**src/rtl/burst_seq_pkg.sv**
```systemverilog
package burst_seq_pkg;

  typedef enum logic [1:0] {
    BK_CONT   = 2'b00,
    BK_WRAP8  = 2'b01,
    BK_WRAP16 = 2'b10,
    BK_WRAP32 = 2'b11
  } burst_kind_e;

  typedef struct packed {
    logic        async_mode;
    logic        rdy_aligned;
    logic        rise_edge;
    burst_kind_e kind;
    logic [2:0]  lat;
  } burst_cfg_t;

  localparam burst_cfg_t CFG_DEFAULT = '{
    async_mode:  1'b1,
    rdy_aligned: 1'b1,
    rise_edge:   1'b1,
    kind:        BK_CONT,
    lat:         3'd5
  };

  // bit range of start_addr that carries the settings
  localparam int CFG_LSB      = 12;
  localparam int CFG_W        = 8;
  localparam int LAT_MAX_CODE = 5;
  localparam int LAT_OFFSET   = 2;

  typedef enum logic [1:0] {
    ST_IDLE,
    ST_LOAD,
    ST_WAIT,
    ST_RUN
  } seq_state_e;

endpackage

```
**src/rtl/burst_cfg_reg.sv**
```systemverilog
module burst_cfg_reg
  import burst_seq_pkg::*;
(
  input  logic             clk,
  input  logic             rst_n,
  input  logic             load,
  input  logic [CFG_W-1:0] bits_in,
  output burst_cfg_t       cfg
);

  logic [2:0] lat_in;
  logic       lat_legal;

  assign lat_in    = bits_in[2:0];
  assign lat_legal = (int'(lat_in) <= LAT_MAX_CODE);

  always_ff @(posedge clk or negedge rst_n) begin
    if (!rst_n) begin
      cfg <= CFG_DEFAULT;
    end else if (load) begin
      cfg.async_mode  <= bits_in[7];
      cfg.rdy_aligned <= bits_in[6];
      cfg.rise_edge   <= bits_in[5];
      cfg.kind        <= burst_kind_e'(bits_in[4:3]);
      if (lat_legal) cfg.lat <= lat_in;
    end
  end

endmodule

```
**src/rtl/burst_edge_det.sv**
```systemverilog
module burst_edge_det #(
  parameter int SYNC_STAGES = 2
) (
  input  logic clk,
  input  logic rst_n,
  input  logic bclk,
  input  logic rise_sel,
  output logic tick
);

  logic [SYNC_STAGES-1:0] sync_q;
  logic                   prev_q;
  logic                   cur;

  assign cur = sync_q[SYNC_STAGES-1];

  always_ff @(posedge clk or negedge rst_n) begin
    if (!rst_n) begin
      sync_q <= '0;
      prev_q <= 1'b0;
    end else begin
      sync_q <= {sync_q[SYNC_STAGES-2:0], bclk};
      prev_q <= cur;
    end
  end

  assign tick = rise_sel ? (cur & ~prev_q) : (~cur & prev_q);

endmodule

```
**src/rtl/burst_addr_step.sv**
```systemverilog
module burst_addr_step
  import burst_seq_pkg::*;
#(
  parameter int AW = 20
) (
  input  logic [AW-1:0] cur,
  input  burst_kind_e   kind,
  output logic [AW-1:0] nxt
);

  localparam int NWRAP = 3;

  logic [AW-1:0] wrapped [NWRAP];

  for (genvar g = 0; g < NWRAP; g++) begin : g_wrap
    localparam int LB = 3 + g;
    logic [LB-1:0] low_inc;
    assign low_inc    = cur[LB-1:0] + 1'b1;
    assign wrapped[g] = {cur[AW-1:LB], low_inc};
  end

  always_comb begin
    unique case (kind)
      BK_WRAP8:  nxt = wrapped[0];
      BK_WRAP16: nxt = wrapped[1];
      BK_WRAP32: nxt = wrapped[2];
      default:   nxt = cur + 1'b1;
    endcase
  end

endmodule

```
**src/rtl/burst_seq_top.sv**
```systemverilog
module burst_seq_top
  import burst_seq_pkg::*;
#(
  parameter int AW = 20
) (
  input  logic          clk,
  input  logic          rst_n,
  input  logic          cfg_load,
  input  logic          addr_strobe,
  input  logic [AW-1:0] start_addr,
  input  logic          bclk,
  output logic [AW-1:0] word_addr,
  output logic          data_valid,
  output logic          rdy
);

  localparam int CNT_W = 4;

  burst_cfg_t    cfg;
  logic          tick;
  logic [AW-1:0] addr_q;
  logic [AW-1:0] addr_nxt;
  logic [CNT_W-1:0] cnt_q;
  logic [CNT_W-1:0] cnt_inc;
  logic [CNT_W-1:0] first_edge;
  logic          dv_q;
  logic          pre_q;
  seq_state_e    st_q;

  burst_cfg_reg i_cfg (
    .clk     (clk),
    .rst_n   (rst_n),
    .load    (cfg_load),
    .bits_in (start_addr[CFG_LSB+CFG_W-1:CFG_LSB]),
    .cfg     (cfg)
  );

  burst_edge_det #(.SYNC_STAGES(2)) i_edge (
    .clk      (clk),
    .rst_n    (rst_n),
    .bclk     (bclk),
    .rise_sel (cfg.rise_edge),
    .tick     (tick)
  );

  burst_addr_step #(.AW(AW)) i_step (
    .cur  (addr_q),
    .kind (cfg.kind),
    .nxt  (addr_nxt)
  );

  assign cnt_inc    = cnt_q + 1'b1;
  assign first_edge = {1'b0, cfg.lat} + CNT_W'(LAT_OFFSET);

  always_ff @(posedge clk or negedge rst_n) begin
    if (!rst_n) begin
      st_q   <= ST_IDLE;
      addr_q <= '0;
      cnt_q  <= '0;
      dv_q   <= 1'b0;
      pre_q  <= 1'b0;
    end else if (addr_strobe) begin
      st_q   <= ST_LOAD;
      addr_q <= start_addr;
      cnt_q  <= '0;
      dv_q   <= 1'b0;
      pre_q  <= 1'b0;
    end else begin
      unique case (st_q)
        ST_LOAD: begin
          if (cfg.async_mode) begin
            st_q <= ST_RUN;
            dv_q <= 1'b1;
          end else begin
            st_q <= ST_WAIT;
          end
        end
        ST_WAIT: begin
          if (tick) begin
            cnt_q <= cnt_inc;
            if (cnt_inc == first_edge - 1'b1) pre_q <= 1'b1;
            if (cnt_inc == first_edge) begin
              st_q <= ST_RUN;
              dv_q <= 1'b1;
            end
          end
        end
        ST_RUN: begin
          if (tick && !cfg.async_mode) addr_q <= addr_nxt;
        end
        default: ;
      endcase
    end
  end

  assign word_addr  = addr_q;
  assign data_valid = dv_q;
  assign rdy        = cfg.async_mode ? 1'b1
                    : (cfg.rdy_aligned ? dv_q : (dv_q | pre_q));

endmodule

```
**config.mk**
```make
export PLATFORM = sky130hd
export DESIGN_NAME = burst_seq_top
export DESIGN_NICKNAME = d
export VERILOG_FILES = /design/src/rtl/burst_seq_pkg.sv /design/src/rtl/burst_cfg_reg.sv /design/src/rtl/burst_edge_det.sv /design/src/rtl/burst_addr_step.sv /design/src/rtl/burst_seq_top.sv
export SDC_FILE = /design/constraint.sdc
export NUM_CORES = 1
export LEC_CHECK = 0
export BUFFER_PORTS_ARGS = -buffer_cell sky130_fd_sc_hd__buf_2
export CAP_MARGIN = 20
export CORE_MARGIN = 1
export CORE_UTILIZATION = 58
export CTS_BUF_LIST = sky130_fd_sc_hd__clkbuf_8 sky130_fd_sc_hd__clkbuf_16
export DETAILED_ROUTE_END_ITERATION = 16
export GPL_TIMING_DRIVEN = 1
export PLACE_DENSITY_LB_ADDON = 0.25
export SYNTH_ARGS = -nofsm -noshare
export SYNTH_HDL_FRONTEND = slang
export SYNTH_SLANG_ARGS = --single-unit
export TNS_END_PERCENT = 30
```
**constraint.sdc**
```tcl
create_clock -name clk -period 5.4 [get_ports clk]
set_input_delay 0.54 -clock clk [delete_from_list [all_inputs] [get_ports clk]]
set_output_delay 0.54 -clock clk [all_outputs]
set_load 0.02 [all_outputs]
```
=== After elaboration in Yosys (flattened, before gate mapping) ===
Index checks and enable logic that the tools add are counted.

* Add/sub/neg operators: 7
* Magnitude comparators: 1
* Eq/ne operators: 14
* Multiplexer cells: 24
* Bitwise logic cells: 5
* Reduce and logical (&&, ||, !) cells: 17

{| class="wikitable"
|+ Operators by type and width
! operator !! number
|-
| $mux 20 || 3
|-
| $pmux 20 s3 || 1
|-
| $add 20x1->20 const B || 1
|-
| $mux 1 || 12
|-
| $mux 4 || 3
|-
| $reduce_bool 2->1 || 5
|-
| $reduce_and 3->1 || 3
|-
| $add 4x1->4 const B || 2
|-
| $eq 2x2->1 const B || 4
|-
| $eq 4x4->1 || 2
|-
| $reduce_and 4->1 || 2
|-
| $mux 2 || 3
|-
| $ne 2x2->1 const B || 3
|-
| $ne 3x3->1 const B || 2
|-
| $reduce_and 2->1 || 3
|-
| $add 5x1->5 const B || 1
|-
| $reduce_and 5->1 || 1
|-
| $add 3x2->4 const B || 1
|-
| $eq 2x1->1 const B || 2
|-
| $pmux 2 s2 || 1
|-
| $sub 4x1->4 const B || 1
|-
| $add 3x1->3 const B || 1
|-
| $le 3x3->1 const B || 1
|-
| $ne 3x2->1 const B || 1
|-
| 7 further kinds || 9
|}

* Flip-flop bits (word level): 39
* Input port bits: 25
* Output and inout bits: 22
* Word-level logic and storage cells: 83

=== Depth between registers and ports, before layout ===
Gate-level depths: netlist of the first run.

* Depth in word-level cells: 7
* Mapped depth: 7
* Depth with buffers taken out: 6

=== Hierarchy ===
A second synthesis of the first run with hierarchy kept.

* Cell total of the unflattened synthesis: 227
* Area, all modules: 2,312.2 sq um

{| class="wikitable"
|+ By module, submodules not included
! module !! times used !! cells an instance !! area each (sq um) !! seq. area each (sq um)
|-
| burst_seq_top || 1 || 147 || 1,486.4 || 700.7
|-
| burst_addr_step || 1 || 53 || 391.6 || 0.0
|-
| burst_cfg_reg || 1 || 21 || 336.6 || 206.4
|-
| burst_edge_det || 1 || 6 || 97.6 || 75.1
|}

=== Worst setup path after synthesis of the first run ===
Ideal clock, no wire load.

* Path type: register to register
* From: register i_edge.sync_q[1]
* To: register addr_q[8], in the netlist word_addr[8]
* Library setup time: 0.069 ns
* Arrival: 2.036 ns
* Data required time: 5.331 ns
* Path slack: 3.295 ns
* Cell stages (with the launch flop): 6
* Path buffers: 0
* Clock period less this slack: 2.105 ns
* Path through: dfrtp_1 -> or3b_4 -> a2111oi_4 -> nor2_4 -> or4_1 -> nand3_1

* Longest elaborated chain between the ends: 6
* Elaborated cells on any way between the ends: 7
* Classes of those cells: mux (1); bitwise (3); reduce/logical (3)

{| class="wikitable"
|+ Ends and longest elaborated chain
! element !! RTL line !! text
|-
| start, declared || burst_edge_det.sv:11 || <nowiki>logic [SYNC_STAGES-1:0] sync_q;</nowiki>
|-
| start signal, assigned || burst_edge_det.sv:22 || <nowiki>sync_q <= {sync_q[SYNC_STAGES-2:0], bclk};</nowiki>
|-
| $not 1->1 || burst_edge_det.sv:27 || <nowiki>assign tick = rise_sel ? (cur & ~prev_q) : (~cur & prev_q);</nowiki>
|-
| $and 1x1->1 || burst_edge_det.sv:27 ||
|-
| $mux 1 (*) || burst_edge_det.sv:27 ||
|-
| $logic_and 1x1->1 (*) || burst_seq_top.sv:89 || <nowiki>if (tick && !cfg.async_mode) addr_q <= addr_nxt;</nowiki>
|-
| $reduce_bool 2->1 (no source line) (*) || n/a ||
|-
| $reduce_and 5->1 (no source line) (*) || n/a ||
|-
| end signal, assigned || burst_seq_top.sv:64 || <nowiki>addr_q <= start_addr;</nowiki>
|-
| end signal, assigned || burst_seq_top.sv:89 ||
|-
| end, declared || burst_seq_top.sv:21 || <nowiki>logic [AW-1:0] addr_q;</nowiki>
|}

Every way passes the cells marked *; elsewhere a longest branch is shown, timed or not.
A chain may end at the register's enable or synchronous reset.

=== Final worst setup path of the first run ===
* From: register i_edge.sync_q[1]
* To: register addr_q[19], in the netlist word_addr[19]

Same word-level chain as after synthesis.

==> results of run 1 <==
[power by group through the flow]
stage | Clock [W] | Sequential, W | Combinational (W)
final | 0.000285 | 0.000351 | 0.000133
after global routing | 0.000302 | 0.000356 | 0.000147
after detailed placement | 0 | 0.000356 | 0.000133
after CTS | 0.000290 | 0.000350 | 0.000134
after floorplan | 0 | 0.000369 | 0.0000706
after global placement | 0 | 0.000355 | 0.000131
[critical path, delay by kind of cell, from the launching register on]
| kind | cells | cell delay (ps) |
|---|---|---|
| AND/OR/NAND/NOR | 3 | 1030 |
| AO/OA/AOI/OAI | 2 | 900 |
| flip-flops | 1 | 390 |
[layout by cell type, fill, tap and decap left out, drive strengths merged, types with 8 or more instances in the layout]
cell type and n:
buf 46, dfrtp 34, nand2 26, o21ai 21, nor2 17, nand3 15
xor2 13, xnor2 10, mux2 8, nand4 8
[flip-flops by register name (all words and copies together) (netlist names)]
signal         count
word_addr         20
i_cfg.cfg          8
cnt_q              4
i_edge.sync_q      2
st_q               2
data_valid         1
i_edge.prev_q      1
pre_q              1
[Yosys cell counts, types with 3 or more instances]
cell,n,area (um^2)
dfrtp_1,34,851
nor3_1,3,15.0
or3_1,3,18.8
nand3_1,15,75.1
a31oi_1,6,37.5
mux2_2,8,90.1
xnor2_1,10,87.6
inv_1,6,22.5
nand4_1,8,50.1
ha_1,5,62.6
and4_1,3,26.3
clkbuf_1,7,26.3
xor2_1,13,114
o21ai_0,21,105
nor2_1,16,60.1
dfstp_2,5,131
a21oi_1,7,35.0
nand2_1,26,97.6
nor4_1,3,18.8
[kinds of logic after synthesis]
logic type      synth area share (%)
buf+inv                         2.49
xor+xnor                        9.34
fa+ha+maj                       2.90
simple gates                    22.3
flops                           45.5
mux                             5.10
compound gates                  12.3
[per-layer routing]
metal | track usage (%) | share of wire, %
met1 | 38.5 | 48
met2 | 39.2 | 44
met3 | 4.74 | 6.7
met4 | 11.0 | 1.2
met5 | 0 | 0
[final cells by class]
| cell class | count | area share, % |
|---|---|---|
| Clock buffer | 5 | 2.70 |
| Clock inverter | 3 | 2.51 |
| Sequential cell | 39 | 38.6 |
| Multi-Input combinational cell | 173 | 44.0 |
| Tap cell | 46 | 2.26 |
| Timing Repair Buffer | 46 | 9.04 |
| Inverter | 6 | 0.885 |
[through the flow]
stage | hold slack [ps] | instances
finish | 346 | 318
global route | 339 | 318
CTS | 345 | 318
detailed placement | 360 | 310
global placement | 361 | 310
floorplan | 244 | 226
[final timing paths]
path	startpoint	depth (start not counted)	slack [ps]	end
setup / recovery	i_edge.sync_q[1]	5	3000	word_addr[19]
setup reg to reg	i_edge.sync_q[1]	5	3000	word_addr[19]
hold / removal	rst_n	1	350	word_addr[9]
min in group clk	bclk	1	350	i_edge.sync_q[0]
hold reg to reg	i_edge.sync_q[0]	0	380	i_edge.sync_q[1]
max in group asynchronous	rst_n	1	4510	word_addr[15]
==> results.json, run 1 <==
{
  "path_max_fanout": 9,
  "wl_mm": 4.63,
  "die_x_um": 63.0,
  "final_core_util_pct": 74.0,
  "p_sw_w": 0.000211,
  "route.vias.total": 1861,
  "routabilityCongestion": 0.882,
  "clk_path_buf_depth": 2,
  "seq_area_um2": 982,
  "syn_to_final_growth_pct": 18.0,
  "dieArea_um2": 3970,
  "synth_edf_count": 0,
  "drive_gt1_share_pct": 26.1,
  "period_needed_ps": 2400,
  "synth_seq_cells": 39,
  "die_y_um": 63.0,
  "cap_violations": 0,
  "ys_types": 39,
  "multi_input_area_um2": 1120,
  "synth_cells": 226,
  "total_power_w": 0.000769,
  "clock_latency_ps": 290,
  "antenna_left": 0,
  "maxSlewHeadroom_pct": 39.0,
  "finalSetupViolations": 0,
  "fin_setup_tns_ps": 0,
  "crit_required_ps": 5610,
  "worstMarginPinSlew_ps": 906,
  "p_int_w": 0.000558,
  "cts.clk_slew.worst_paths_ps": 80,
  "tritoncts": "built",
  "grt_pass1_wl_mm": 8.31,
  "dp_slack_ps": 3030,
  "ios": 47,
  "leakage_nw": 1.09,
  "clkPwrFrac_pct": 37.1,
  "cp-end-kind": "register",
  "cts_buffers": 5,
  "antenna_found_initial": 0,
  "postCtsHoldBufs": 0,
  "cp.arrival_ps": 2620,
  "avgSynthCellArea_um2": 9.54,
  "rsz0062_at_grt": "no",
  "start_util_pct": 62.7,
  "coreArea_um2": 3440,
  "drtPass1Iterations": 4,
  "rows": 21,
  "fill_cells": 262,
  "cts.htree.levels": 2,
  "pwr-share-comb_pct": 17.2,
  "path_class": "register to register",
  "drc_errors": 0,
  "powerDensity_nw_per_um2": 302,
  "p_seq_share_pct": 45.7,
  "status": "finished clean",
  "ctsResizeCount": 0,
  "min_period_over_period_pct": 44.5,
  "hp-class": "input port to asynchronous set/reset pin",
  "slowest_stage": "a2111oi_4",
  "grt_util_all_layers_pct": 26.7,
  "slew_violations": 0,
  "final.setup_skew_ps": 7.10,
  "via_per_inst": 5.85,
  "seq_area_frac_synth_pct": 45.5,
  "cts_setup_buffers": 0,
  "grt-ovfl-total": 0,
  "async_flop_share_pct": 100,
  "nets": 301,
  "syn_nets": 256,
  "hold_viol": 0,
  "cts-root-buf": "clkbuf_8",
  "yosysWarnings": 0,
  "grt_pass1_vias": 1790,
  "ir_drop_uv": 221,
  "synthFlopType": "dfrtp_1",
  "first_iter_violations": 132,
  "start_kind": "register",
  "cts_sinks": 39,
  "fmax_mhz": 416,
  "design_area_um2": 2550,
  "synth.cell_area_um2": 2160,
  "routedWlPerCell_um": 14.6,
  "p_sw_share_pct": 27.5,
  "diodes": 0,
  "grt_max_degree": 40,
  "slowest_delay_ps": 720,
  "hpwlAfterDp_mm": 3.27,
  "placed_cell_area_um2": 2410,
  "crit_chain": "or3b_4 -> a2111oi_4 -> nand3_1 -> or3_1 -> a31oi_1",
  "io_buffers": 46,
  "setup_slack_ps": 3000
}
Power figures use the tool's default switching activity.
==> run 2: changes to the inputs <==
--- a/config.mk
+++ b/config.mk
@@ -8,7 +8,7 @@
 export BUFFER_PORTS_ARGS = -buffer_cell sky130_fd_sc_hd__buf_2
 export CAP_MARGIN = 20
 export CORE_MARGIN = 1
-export CORE_UTILIZATION = 58
+export CORE_UTILIZATION = 54
 export CTS_BUF_LIST = sky130_fd_sc_hd__clkbuf_8 sky130_fd_sc_hd__clkbuf_16
 export DETAILED_ROUTE_END_ITERATION = 16
 export GPL_TIMING_DRIVEN = 1
==> constraint.sdc (replaced) <==
create_clock -name clk -period 2.5 [get_ports clk]
set_input_delay 0.25 -clock clk [delete_from_list [all_inputs] [get_ports clk]]
set_output_delay 0.25 -clock clk [all_outputs]
set_load 0.02 [all_outputs]
==> run 2 against run 1 <==
Against the previous run: sequential power rose by 120%; sequential share of layout area barely moved; highest routed layer unchanged; core utilization fell by 6.0 points; global-route usage fell by 1.9 points; largest power group unchanged; critical endpoint is now word_addr[8]; total power rose by 93%; combinational power rose by 120%; via count fell by 1.2%; cell area barely moved; register-to-register slack got worse by 2700 ps; first-iteration DRC count rose by 8.3%.
==> results.json, run 2 (synthesis gave the netlist of run 1 again) <==
{
  "status": "finished clean",
  "grt_pass1_wl_mm": 8.00,
  "total_power_w": 0.00148,
  "path_max_fanout": 10,
  "grt_pass1_vias": 1692,
  "route.vias.total": 1838,
  "drc_errors": 0,
  "hold_viol": 0,
  "wl_mm": 4.62,
  "drive_gt1_share_pct": 27.4,
  "cp.arrival_ps": 2440,
  "slowest_delay_ps": 580,
  "coreArea_um2": 3740,
  "routabilityCongestion": 0.852,
  "layout_commonest_cell": "buf_2",
  "final.setup_skew_ps": 9.26,
  "worstMarginPinSlew_ps": 846,
  "fmax_mhz": 454,
  "cts_sinks": 39,
  "dieArea_um2": 4250,
  "tritoncts": "built",
  "cts_setup_buffers": 0,
  "syn_to_final_growth_pct": 18.0,
  "grt_util_all_layers_pct": 24.8,
  "ctsResizeCount": 0,
  "powerDensity_nw_per_um2": 583,
  "die_y_um": 65.2,
  "rsz0062_at_grt": "no",
  "leakage_nw": 1.10,
  "first_iter_violations": 143,
  "io_buffers": 46,
  "cap_violations": 0,
  "fin_setup_tns_ps": 0,
  "period_needed_ps": 2200,
  "crit_chain": "or3b_4 -> a2111oi_4 -> nor2_4 -> or4_1 -> nand3_1",
  "ir_drop_uv": 366,
  "grt_max_degree": 40,
  "crit_required_ps": 2730,
  "grt-ovfl-total": 0,
  "cts.htree.levels": 2,
  "finalSetupViolations": 0,
  "cp_top_family": "simple AND/OR/NAND/NOR gates",
  "cts-root-buf": "clkbuf_8",
  "start_kind": "register",
  "hp-class": "input port to asynchronous set/reset pin",
  "slew_violations": 0,
  "fin_hold_ws_ps": 43.7,
  "via_per_inst": 5.66,
  "postCtsHoldBufs": 0,
  "drtPass1Iterations": 4,
  "routedWlPerCell_um": 14.2,
  "start_util_pct": 57.6,
  "ios": 47,
  "diodes": 0,
  "nets": 306,
  "maxSlewHeadroom_pct": 43.6,
  "largest_reg_flops": 20,
  "path_buf_inv": 0,
  "slowest_stage": "a2111oi_4",
  "cp-end-kind": "register",
  "clk_path_buf_depth": 2,
  "layout_common_cells": "buf_2, dfrtp_1, nand2_1",
  "hpwlAfterDp_mm": 3.41,
  "antenna_found_initial": 0,
  "clock_latency_ps": 300,
  "die_x_um": 65.2,
  "rows": 22,
  "cts_buffers": 5,
  "cts.clk_slew.worst_paths_ps": 80,
  "path_class": "register to register",
  "min_period_over_period_pct": 88.1,
  "antenna_left": 0
}
## run 2: changes by cell type in the layout (fill, tap and decap cells not counted), sizes merged
cell / before / now
buf: 46 / 51
bufinv: 2 / 0
clkbuf: 5 / 6
clkinv: 0 / 1
## run 2: cell type report
type	instances	area [um^2]
Sequential cell	39	982
Clock buffer	6	82.6
Tap cell	48	60.1
Clock inverter	2	8.76
Multi-Input combinational cell	173	1120
Timing Repair Buffer	51	268
Fill cell	332	1200
Inverter	6	22.5
## run 2: layer usage
| layer | track usage, % | vias to the layer above | share of wire (%) |
|---|---|---|---|
| li1 | - | 907 | - |
| met1 | 36.1 | 853 | 48 |
| met2 | 36.1 | 71 | 44 |
| met3 | 4.17 | 7 | 6.7 |
| met4 | 10.6 | 0 | 1.8 |
| met5 | 0 | - | 0 |
## run 2: final timing paths
kind / endpoint / depth (start not counted) / startpoint / slack (ps)
max: word_addr[8] / 5 / i_edge.sync_q[1] / 300
min: word_addr[19] / 1 / rst_n / 40
max reg2reg: word_addr[8] / 5 / i_edge.sync_q[1] / 300
min reg2reg: i_edge.sync_q[1] / 0 / i_edge.sync_q[0] / 370
max in group asynchronous: i_cfg.cfg[4] / 1 / rst_n / 1910
min in group clk: i_edge.sync_q[0] / 1 / bclk / 60
## run 2: power breakdown
part / switching (W) / internal, W
Clock: 0.000218 / 0.000218
Combinational: 0.000169 / 0.000122
Sequential: 0.0000660 / 0.000691
## run 2: through the flow
stage               instance area (um^2)  utilization, %  setup slack (ps)  cells
floorplan                           2160               -               395    226
global placement                    2450            65.5               366    317
detailed placement                  2450            65.5               321    317
CTS                                 2540            68.0               285    325
global route                        2540            68.0               185    325
finish                              2540            68.0               297    325
